## config.mk

```make
export PLATFORM = sky130hd
export DESIGN_NAME = mlhc_level_fsm
export DESIGN_NICKNAME = d
export VERILOG_FILES = /design/src/rtl/mlhc_pkg.sv /design/src/rtl/mlhc_sync.sv /design/src/rtl/mlhc_lockout.sv /design/src/rtl/mlhc_step_decide.sv /design/src/rtl/mlhc_level_fsm.sv
export SDC_FILE = /design/constraint.sdc
export NUM_CORES = 1
export LEC_CHECK = 0
export ABC_AREA = 1
export ABC_CLOCK_PERIOD_IN_PS = 1710
export CAP_MARGIN = 40
export CORE_AREA = 5 5 45 47
export DETAILED_ROUTE_END_ITERATION = 6
export DIE_AREA = 0 0 50 52
export SLEW_MARGIN = 10
export SYNTH_ARGS = -nofsm -noshare
export SYNTH_HDL_FRONTEND = slang
export SYNTH_SLANG_ARGS = --single-unit
```

## constraint.sdc

```tcl
create_clock -name clk -period 1.71 [get_ports clk]
set_input_delay 0.342 -clock clk [delete_from_list [all_inputs] [get_ports clk]]
set_output_delay 0.342 -clock clk [all_outputs]
set_load 0.01 [all_outputs]
```

## src/rtl/mlhc_pkg.sv

```systemverilog
package mlhc_pkg;
  typedef enum logic [1:0] {
    STEP_HOLD = 2'd0,
    STEP_UP   = 2'd1,
    STEP_DOWN = 2'd2
  } step_e;

  // Bit order of the packed comparator vector.
  localparam int CMP_IH = 4;
  localparam int CMP_IL = 3;
  localparam int CMP_OH = 2;
  localparam int CMP_OL = 1;
  localparam int CMP_SR = 0;
  localparam int CMP_W  = 5;

  // Neutral pattern: inside both bands, slope falling.
  localparam logic [CMP_W-1:0] CMP_NEUTRAL = 5'b01010;
endpackage

```

## src/rtl/mlhc_sync.sv

```systemverilog
module mlhc_sync #(
  parameter int              W       = 5,
  parameter logic [W-1:0]    RST_VAL = '0
) (
  input  logic         clk,
  input  logic         rst_n,
  input  logic [W-1:0] d,
  output logic [W-1:0] q
);
  logic [W-1:0] meta_q;
  logic [W-1:0] sync_q;

  always_ff @(posedge clk or negedge rst_n) begin
    if (!rst_n) begin
      meta_q <= RST_VAL;
      sync_q <= RST_VAL;
    end else begin
      meta_q <= d;
      sync_q <= meta_q;
    end
  end

  assign q = sync_q;

  // second stage follows first stage by exactly one cycle
  assert_sync_chain_R9: assert property (@(posedge clk) disable iff (!rst_n)
    sync_q == $past(meta_q));
endmodule

```

## src/rtl/mlhc_lockout.sv

```systemverilog
module mlhc_lockout #(
  parameter int LOCKOUT_CYCLES = 4
) (
  input  logic clk,
  input  logic rst_n,
  input  logic load,
  output logic busy
);
  generate
    if (LOCKOUT_CYCLES <= 1) begin : g_none
      assign busy = 1'b0;
    end else begin : g_cnt
      localparam int CW = $clog2(LOCKOUT_CYCLES);
      localparam logic [CW-1:0] RELOAD = CW'(LOCKOUT_CYCLES - 1);
      logic [CW-1:0] cnt_q;

      always_ff @(posedge clk or negedge rst_n) begin
        if (!rst_n) begin
          cnt_q <= '0;
        end else if (load) begin
          cnt_q <= RELOAD;
        end else if (cnt_q != '0) begin
          cnt_q <= cnt_q - 1'b1;
        end
      end

      assign busy = (cnt_q != '0);

      // a level change always arms the lockout
      assert_lockout_armed_R5: assert property (@(posedge clk) disable iff (!rst_n)
        load |=> busy);
      // no reload is requested while the lockout is running
      assert_no_load_when_busy_R5: assert property (@(posedge clk) disable iff (!rst_n)
        busy |-> !load);
    end
  endgenerate
endmodule

```

## src/rtl/mlhc_step_decide.sv

```systemverilog
module mlhc_step_decide
  import mlhc_pkg::*;
(
  input  logic  above_inner,
  input  logic  above_inner_lo,
  input  logic  above_outer,
  input  logic  above_outer_lo,
  input  logic  rising,
  input  logic  at_top,
  input  logic  at_bottom,
  input  logic  frozen,
  output step_e step
);
  logic too_high;
  logic too_low;
  logic push_down;
  logic push_up;

  assign too_high  = above_inner;
  assign too_low   = !above_inner_lo && !above_inner;
  // Outer band violation masks the slope term.
  assign push_down = too_high && (rising || above_outer);
  assign push_up   = too_low  && (!rising || !above_outer_lo);

  always_comb begin
    step = STEP_HOLD;
    if (!frozen) begin
      if (push_down && !at_bottom) begin
        step = STEP_DOWN;
      end else if (push_up && !at_top) begin
        step = STEP_UP;
      end
    end
  end
endmodule

```

## src/rtl/mlhc_level_fsm.sv

```systemverilog
module mlhc_level_fsm
  import mlhc_pkg::*;
#(
  parameter int NUM_LEVELS     = 5,
  parameter int LOCKOUT_CYCLES = 4,
  parameter int LVL_W          = $clog2(NUM_LEVELS + 1)
) (
  input  logic             clk,
  input  logic             rst_n,
  input  logic             inner_hi,
  input  logic             inner_lo,
  input  logic             outer_hi,
  input  logic             outer_lo,
  input  logic             slope_rise,
  output logic [LVL_W-1:0] level_o
);
  localparam int LVL_SPAN = (NUM_LEVELS - 1) / 2;
  localparam logic signed [LVL_W-1:0] LVL_TOP = LVL_W'(LVL_SPAN);
  localparam logic signed [LVL_W-1:0] LVL_BOT = LVL_W'(-LVL_SPAN);
  localparam int DW = $clog2(LOCKOUT_CYCLES + 1) + 1;

  logic [CMP_W-1:0] cmp_raw;
  logic [CMP_W-1:0] cmp_s;
  logic             frozen;
  logic             changing;
  step_e            step;
  logic signed [LVL_W-1:0] lvl_q;
  logic signed [LVL_W-1:0] lvl_d;

  assign cmp_raw[CMP_IH] = inner_hi;
  assign cmp_raw[CMP_IL] = inner_lo;
  assign cmp_raw[CMP_OH] = outer_hi;
  assign cmp_raw[CMP_OL] = outer_lo;
  assign cmp_raw[CMP_SR] = slope_rise;

  mlhc_sync #(.W(CMP_W), .RST_VAL(CMP_NEUTRAL)) u_sync (
    .clk   (clk),
    .rst_n (rst_n),
    .d     (cmp_raw),
    .q     (cmp_s)
  );

  mlhc_step_decide u_decide (
    .above_inner    (cmp_s[CMP_IH]),
    .above_inner_lo (cmp_s[CMP_IL]),
    .above_outer    (cmp_s[CMP_OH]),
    .above_outer_lo (cmp_s[CMP_OL]),
    .rising         (cmp_s[CMP_SR]),
    .at_top         (lvl_q == LVL_TOP),
    .at_bottom      (lvl_q == LVL_BOT),
    .frozen         (frozen),
    .step           (step)
  );

  assign changing = (step != STEP_HOLD);

  mlhc_lockout #(.LOCKOUT_CYCLES(LOCKOUT_CYCLES)) u_lock (
    .clk   (clk),
    .rst_n (rst_n),
    .load  (changing),
    .busy  (frozen)
  );

  always_comb begin
    unique case (step)
      STEP_UP:   lvl_d = lvl_q + 1'b1;
      STEP_DOWN: lvl_d = lvl_q - 1'b1;
      default:   lvl_d = lvl_q;
    endcase
  end

  always_ff @(posedge clk or negedge rst_n) begin
    if (!rst_n) begin
      lvl_q <= '0;
    end else begin
      lvl_q <= lvl_d;
    end
  end

  assign level_o = lvl_q;

  // Cycles since the last level change, saturating; used only by checks.
  logic [DW-1:0] dwell_q;
  always_ff @(posedge clk or negedge rst_n) begin
    if (!rst_n) begin
      dwell_q <= DW'(LOCKOUT_CYCLES);
    end else if (lvl_q != lvl_d) begin
      dwell_q <= '0;
    end else if (dwell_q < DW'(LOCKOUT_CYCLES)) begin
      dwell_q <= dwell_q + 1'b1;
    end
  end

  assert_level_in_range_R8: assert property (@(posedge clk) disable iff (!rst_n)
    (lvl_q >= LVL_BOT) && (lvl_q <= LVL_TOP));

  assert_single_step_R2: assert property (@(posedge clk) disable iff (!rst_n)
    (lvl_q != $past(lvl_q)) |->
      ((int'(lvl_q) - int'($past(lvl_q)) == 1) || (int'(lvl_q) - int'($past(lvl_q)) == -1)));

  assert_lockout_dwell_R5: assert property (@(posedge clk) disable iff (!rst_n)
    (lvl_q != $past(lvl_q)) |-> (int'($past(dwell_q)) >= LOCKOUT_CYCLES - 1));

  assert_down_needs_above_R2: assert property (@(posedge clk) disable iff (!rst_n)
    (lvl_q < $past(lvl_q)) |-> $past(cmp_s[CMP_IH]));

  assert_up_needs_below_R2: assert property (@(posedge clk) disable iff (!rst_n)
    (lvl_q > $past(lvl_q)) |-> $past(!cmp_s[CMP_IL]));

  assert_reversal_holds_R3: assert property (@(posedge clk) disable iff (!rst_n)
    $past(cmp_s[CMP_IH] && !cmp_s[CMP_SR] && !cmp_s[CMP_OH]) |-> (lvl_q >= $past(lvl_q)));

  assert_outer_pushes_R6: assert property (@(posedge clk) disable iff (!rst_n)
    $past(cmp_s[CMP_IH] && cmp_s[CMP_OH] && !frozen && (lvl_q != LVL_BOT))
      |-> (int'(lvl_q) == int'($past(lvl_q)) - 1));

  assert_inband_holds_R4: assert property (@(posedge clk) disable iff (!rst_n)
    $past(!cmp_s[CMP_IH] && cmp_s[CMP_IL]) |-> (lvl_q == $past(lvl_q)));
endmodule

```

==> results.cfg, run 1 <==
[setup_path]
critPathRequiredTime_ns = 1.94
path_cells = inv_2 > ha_4 > inv_4 > nor3_2 > nand3_1 > ha_2 > inv_2 > fa_2 > a21oi_2
worstSetupPathType = reg -> reg
arrival_ns = 1.99
cp-start-kind = register
slowest_delay_ns = 0.44
cp-end-kind = register
r2r_slack_ns = -0.06
cp_slowest_cell = fa_2
cpMostUsedCell = inv_2
worstPathMaxFanout = 3

[die]
rows = 15
die-height_um = 52
initial_core_util_pct = 37.1
core_area_um2 = 1610
fp.dieW_um = 50
dieArea_um2 = 2600
io_pins = 10

[worst_hold_path]
worstHoldPathType = in -> async

[place]
dpl.hpwl_um = 705
placed_cell_area_um2 = 761
gp_congestion = 0.729
placed_cells_incl_taps = 82
pre_cts_slack_ns = -0.0968
io_buffers = 9

[route]
drt_iter0_markers = 1
drt_pass1_iterations = 3
detail_route.wl_per_cell_um = 11.0
drt_wl_total_um = 979
vias = 414
drc = 0
viasPerCell = 4.65
ant_nets = 0

[sta]
tightest_slew_ns = 0.183
relSlewSlack_pct = 87.8
min_period_over_period_pct = 103
setup_violations = 2
clock.fmax_mhz = 566
drv_slew = 0
finClkSkew_ns = 0.00272
hold_viol_final = 0
hold_ws_ns = 0.349
fin_ws_ns = -0.0553
tns_ns = -0.105
grt_setup_unrepaired = true
period_needed_ns = 1.77

[synthesis]
synth_top_family_by_area = simple AND/OR/NAND/NOR gates
seq_area_frac_synth_pct = 63.5
netlist_area_um2 = 599
yosys.area_share.xor_xnor_pct = 1.46
synth-compound-area-share_pct = 1.67
yosys_warnings = 0
syn_nets = 62
synth_fa_ha_area_share_pct = 9.60
ys_types = 16
netlist_instances = 51
avgSynthCellArea_um2 = 11.8
synthMuxAreaShare_pct = 0
ys_ff_latch = 15
yosys.area_share.simple_pct = 18.8

[global_routing]
grt_max_degree = 16
grt_pass1_vias = 400
overflow = 0
antenna_found_initial = 0
grt_usage_pct = 8.95
grt_pass1_wl_um = 1660

[cells_and_area]
fin_area_um2 = 842
ff_latch_area_um2 = 380
final_cells = 89
final_nets = 84
syn_to_final_growth_pct = 40.5
utilization_pct = 52.2
drive_above_1_share_pct = 43.1
antenna_cells = 0
multiInputGateArea_um2 = 225
fillers = 152

[pwr]
pwr-share-comb_pct = 46.4
p_int_mw = 0.838
peakVddDrop_uv = 676
clockPowerShare_pct = 15.9
power_density_nw_per_um2 = 1530
cellLeakagePower_nw = 0.377
switching_share_pct = 35.1
p_switching_mw = 0.453
p_total_mw = 1.29
power_frac_seq_pct = 37.7

[outcome]
violations = setup timing
status = finished with violations

[clock_tree]
cts_buffers = 3
clock_sinks = 15
h-tree-depth = 1
clk_path_buf_depth = 2
ctsHoldBuffers = 0
cts_root_buffer = clkbuf_4
cts_tree = done
clk_latency_ns = 0.29
clkSlewWorstSetupHoldPaths_ns = 0.09

[run]
max_cap_viol_count = 0
-- critical path, delay by kind of cell (launching register included) --
kind	cells	cell delay [ns]
adder cells (fa/ha/maj)	3	0.79
flip-flops	1	0.40
AND/OR/NAND/NOR	2	0.20
buffers and inverters	3	0.19
AO/OA/AOI/OAI	1	0.12
-- cell families (layout without fill, tap and decap cells) --
family | after synthesis | after routing
adders and majority gates | 4 | 4
DFF | 15 | 15
buffers and inverters | 8 | 29
and+or+nand+nor | 21 | 21
AOI/OAI and AO/OA | 2 | 2
xor gates and xnor gates | 1 | 1
-- final timing paths --
path                                                    from                         end  depth (start not counted)
max reg2reg                u_lock.g_cnt.cnt_q[0]$_DFFE_PN0P_      level_o[1]$_DFFE_PN0P_                          9
min                                                    rst_n      level_o[1]$_DFFE_PN0P_                          2
min in group clk                  u_sync.meta_q[2]$_DFF_PN0_       u_sync.q[2]$_DFF_PN0_                          0
max in group asynchronous                              rst_n  u_sync.meta_q[3]$_DFF_PN1_                          2
min reg2reg                       u_sync.meta_q[2]$_DFF_PN0_       u_sync.q[2]$_DFF_PN0_                          0
max                        u_lock.g_cnt.cnt_q[0]$_DFFE_PN0P_      level_o[1]$_DFFE_PN0P_                          9
-- state kept, by name, summed over array words and instances, names as in the netlist --
signal	flops
u_lock.g_cnt.cnt_q	2
level_o	3
u_sync.meta_q	5
u_sync.q	5
-- layout by cell type, fill, tap and decap left out, drive strengths merged, types with 2 or more instances in the layout --
cell	netlist	layout
dfrtp	11	11
clkdlybuf4s50	0	8
inv	8	8
ha	3	3
buf	0	8
nand3	6	6
nand4	2	2
nand2	8	8
clkbuf	0	3
nor2	3	3
a21oi	2	2
dfstp	4	4
-- repair_timing --
action / in CTS / in global routing
pin swaps: 3 / 3
gates cloned: 0 / 0
endpoints found under the setup margin: 2 / 5
buffers inserted: 0 / 3
resized for setup: 6 / 5
endpoints found under the hold margin: 0 / 0
-- synthesized netlist by cell type (all sizes together) --
cell | count | share of area (%)
a21oi | 2 | 1.7
dfrtp | 11 | 46
dfstp | 4 | 18
fa | 1 | 3.3
ha | 3 | 6.3
inv | 8 | 5.0
nand2 | 8 | 5.0
nand3 | 6 | 6.7
nand4 | 2 | 2.1
nor2 | 3 | 2.3
nor3 | 1 | 1.7
or2 | 1 | 1.0
xor2 | 1 | 1.5
-- cell type report --
class                   count  area share [%]
multi-input cells          28            26.7
clock buffers               3            2.67
clock inverters             1           0.892
repair buffers             17            18.1
well taps                  17            2.53
inverters                   8            3.86
flip-flops and latches     15            45.2
-- routing by layer --
metal  vias up  wire length [µm]  GRT usage (%)  part of all wire [%]
met1       191               347           8.09                    35
met2        13               517           15.1                    53
met3         3                97           5.44                   9.9
li1        207                 -              -                     -
met5         -                 0              0                     0
met4         0                17           5.24                   1.7
-- power by group through the flow --
stage,logic (mW),clock network (mW),registers (mW)
3_3_place_gp,0.477,0,0.485
5_1_grt,0.675,0.238,0.499
6_report,0.600,0.205,0.487
4_1_cts,0.537,0.220,0.487
3_5_place_dp,0.508,0,0.489
2_1_floorplan,0.276,0,0.507
(Power assumes the default switching activity.)
==> run 2, diff against run 1 <==
--- a/config.mk
+++ b/config.mk
@@ -11,7 +11,7 @@
 export CORE_AREA = 5 5 45 47
 export DETAILED_ROUTE_END_ITERATION = 6
 export DIE_AREA = 0 0 50 52
-export SLEW_MARGIN = 10
+export SLEW_MARGIN = 20
 export SYNTH_ARGS = -nofsm -noshare
 export SYNTH_HDL_FRONTEND = slang
 export SYNTH_SLANG_ARGS = --single-unit
==> results of run 2 <==
No change in the layout: final DEF, timing and power equal those of run 1.
==> run 3, diff against run 2 <==
--- a/config.mk
+++ b/config.mk
@@ -11,6 +11,7 @@
 export CORE_AREA = 5 5 45 47
 export DETAILED_ROUTE_END_ITERATION = 6
 export DIE_AREA = 0 0 50 52
+export SETUP_SLACK_MARGIN = 0.05
 export SLEW_MARGIN = 20
 export SYNTH_ARGS = -nofsm -noshare
 export SYNTH_HDL_FRONTEND = slang
==> run 3 against run 2 <==
Highest routed layer is now met3. First-iteration DRC count fell by 100%. Flip-flop and latch count did not move. Largest cell class unchanged. Worst hold slack gained 0.0053 ns. Global-route usage shrank 0.30 points. Register-to-register slack better by 0.03 ns. Cell count is the same. Combinational power decreased by 4.0%. Critical endpoint unchanged. The run still ends with setup timing left. Total power decreased by 2.5%. Largest power group unchanged. Clock power fell by 7%.
==> results.cfg, run 3 (same netlist as run 1, synthesis figures left out) <==
[outcome]
status = finished with violations
violations = setup timing

[global_routing]
grt_pass1_vias = 435
grt_usage_pct = 8.65
antenna_found_initial = 0
grt_pass1_wl_um = 1660
grt_max_degree = 16
overflow = 0

[cells_and_area]
final_nets = 84
drive_above_1_share_pct = 44.4
final_common_cell = dfrtp_1
syn_to_final_growth_pct = 42.0
layout_common_cells = 11 x dfrtp_1, 8 x clkdlybuf4s50_1, 8 x buf_4
fin_area_um2 = 851
antenna_cells = 0

[setup_path]
cp-end-kind = register
arrival_ns = 1.94
cp-start-kind = register
critPathRequiredTime_ns = 1.92
worstPathMaxFanout = 3
worstSetupPathType = reg -> reg
rr_worst_depth = 9

[sta]
grt_setup_unrepaired = true
min_period_over_period_pct = 101
setup_violations = 1
hold_viol_final = 0
tightest_slew_ns = 0.191
relSlewSlack_pct = 87.3
tns_ns = -0.0230
period_needed_ns = 1.73
finClkSkew_ns = 0.00349
clock.fmax_mhz = 577
hold_ws_ns = 0.355
drv_slew = 0
fin_ws_ns = -0.0230

[worst_hold_path]
whs_path_depth = 0
worstHoldPathType = reg -> reg

[clock_tree]
clock_sinks = 15
ctsHoldBuffers = 0
clk_latency_ns = 0.27
h-tree-depth = 1
cts_tree = done
cts_buffers = 3
clkSlewWorstSetupHoldPaths_ns = 0.09
clk_path_buf_depth = 2
cts_root_buffer = clkbuf_4

[pwr]
peakVddDrop_uv = 646
power_density_nw_per_um2 = 1480
cellLeakagePower_nw = 0.386

[route]
drt_iter0_markers = 0
detail_route.wl_per_cell_um = 11.1
vias = 416
drt_pass1_iterations = 1
viasPerCell = 4.67
drt_wl_total_um = 987
drc = 0
ant_nets = 0

[die]
io_pins = 10
core_area_um2 = 1610
fp.dieW_um = 50
initial_core_util_pct = 37.1
dieArea_um2 = 2600
die-height_um = 52
rows = 15

[place]
gp_congestion = 0.707
placed_cell_area_um2 = 753
dpl.hpwl_um = 722
io_buffers = 9

[run]
max_cap_viol_count = 0
[run 3: cell types whose count changed in the layout (fill, tap and decap cells not counted)]
cell	previous run	this run
clkinv_2	0	1
clkinvlp_4	1	0
nand3_1	4	3
nand3_2	2	3
nor3_2	1	0
nor3_4	0	1
[run 3: layout make-up]
type / count / area [µm²]
flip-flops and latches: 15 / 380
clock buffers: 3 / 22.5
fillers: 161 / 763
multi-input cells: 28 / 236
clock inverters: 1 / 5.00
well taps: 17 / 21.3
inverters: 8 / 32.5
repair buffers: 17 / 153
[run 3: final timing paths]
kind,start,to,slack (ns)
max,u_lock.g_cnt.cnt_q[0]$_DFFE_PN0P_,level_o[1]$_DFFE_PN0P_,-0.02
min in group asynchronous,rst_n,level_o[0]$_DFFE_PN0P_,0.37
max reg2reg,u_lock.g_cnt.cnt_q[0]$_DFFE_PN0P_,level_o[1]$_DFFE_PN0P_,-0.02
min,u_sync.meta_q[2]$_DFF_PN0_,u_sync.q[2]$_DFF_PN0_,0.35
max in group asynchronous,rst_n,u_sync.q[3]$_DFF_PN1_,1.09
min reg2reg,u_sync.meta_q[2]$_DFF_PN0_,u_sync.q[2]$_DFF_PN0_,0.35
[run 3: stage by stage]
| stage | setup slack, ns | std cells | total power [mW] | utilization [%] |
|---|---|---|---|---|
| after floorplan | 0.0316 | 51 | 0.789 | - |
| after global placement | -0.0417 | 81 | 0.959 | 46.7 |
| after detailed placement | -0.100 | 81 | 0.982 | 46.7 |
| after CTS | -0.0678 | 86 | 1.23 | 49.7 |
| after global routing | -0.150 | 89 | 1.39 | 52.7 |
| final | -0.0230 | 89 | 1.26 | 52.7 |
[run 3: repair_timing]
| item | 4_1_cts | 5_1_grt |
|---|---|---|
| endpoints found under the setup margin | 3 | 6 |
| cloned | 0 | 0 |
| pin swaps | 3 | 0 |
| setup buffers | 1 | 3 |
| resized for setup | 6 | 5 |
[run 3: per-layer routing]
layer | vias to the layer above | part of all wire [%] | GRT usage [%]
met3 | 0 | 6.1 | 4.01
met4 | 0 | 0 | 3.93
met5 | - | 0 | 0
met2 | 10 | 52 | 15.3
li1 | 203 | - | -
met1 | 203 | 42 | 8.47
[run 3: critical path, stage by stage, from the launching register on]
cell	delay (ns)
dfrtp_1	0.40
inv_2	0.08
ha_4	0.14
inv_4	0.04
nor3_4	0.11
nand3_2	0.10
ha_2	0.19
inv_2	0.06
fa_2	0.43
a21oi_2	0.12
[run 3: power by group]
group | switching (mW) | leakage [nW] | internal [mW]
clock | 0.104 | 0.0177 | 0.0866
sequential | 0.0595 | 0.170 | 0.433
combinational | 0.277 | 0.198 | 0.299
total | 0.440 | 0.386 | 0.819
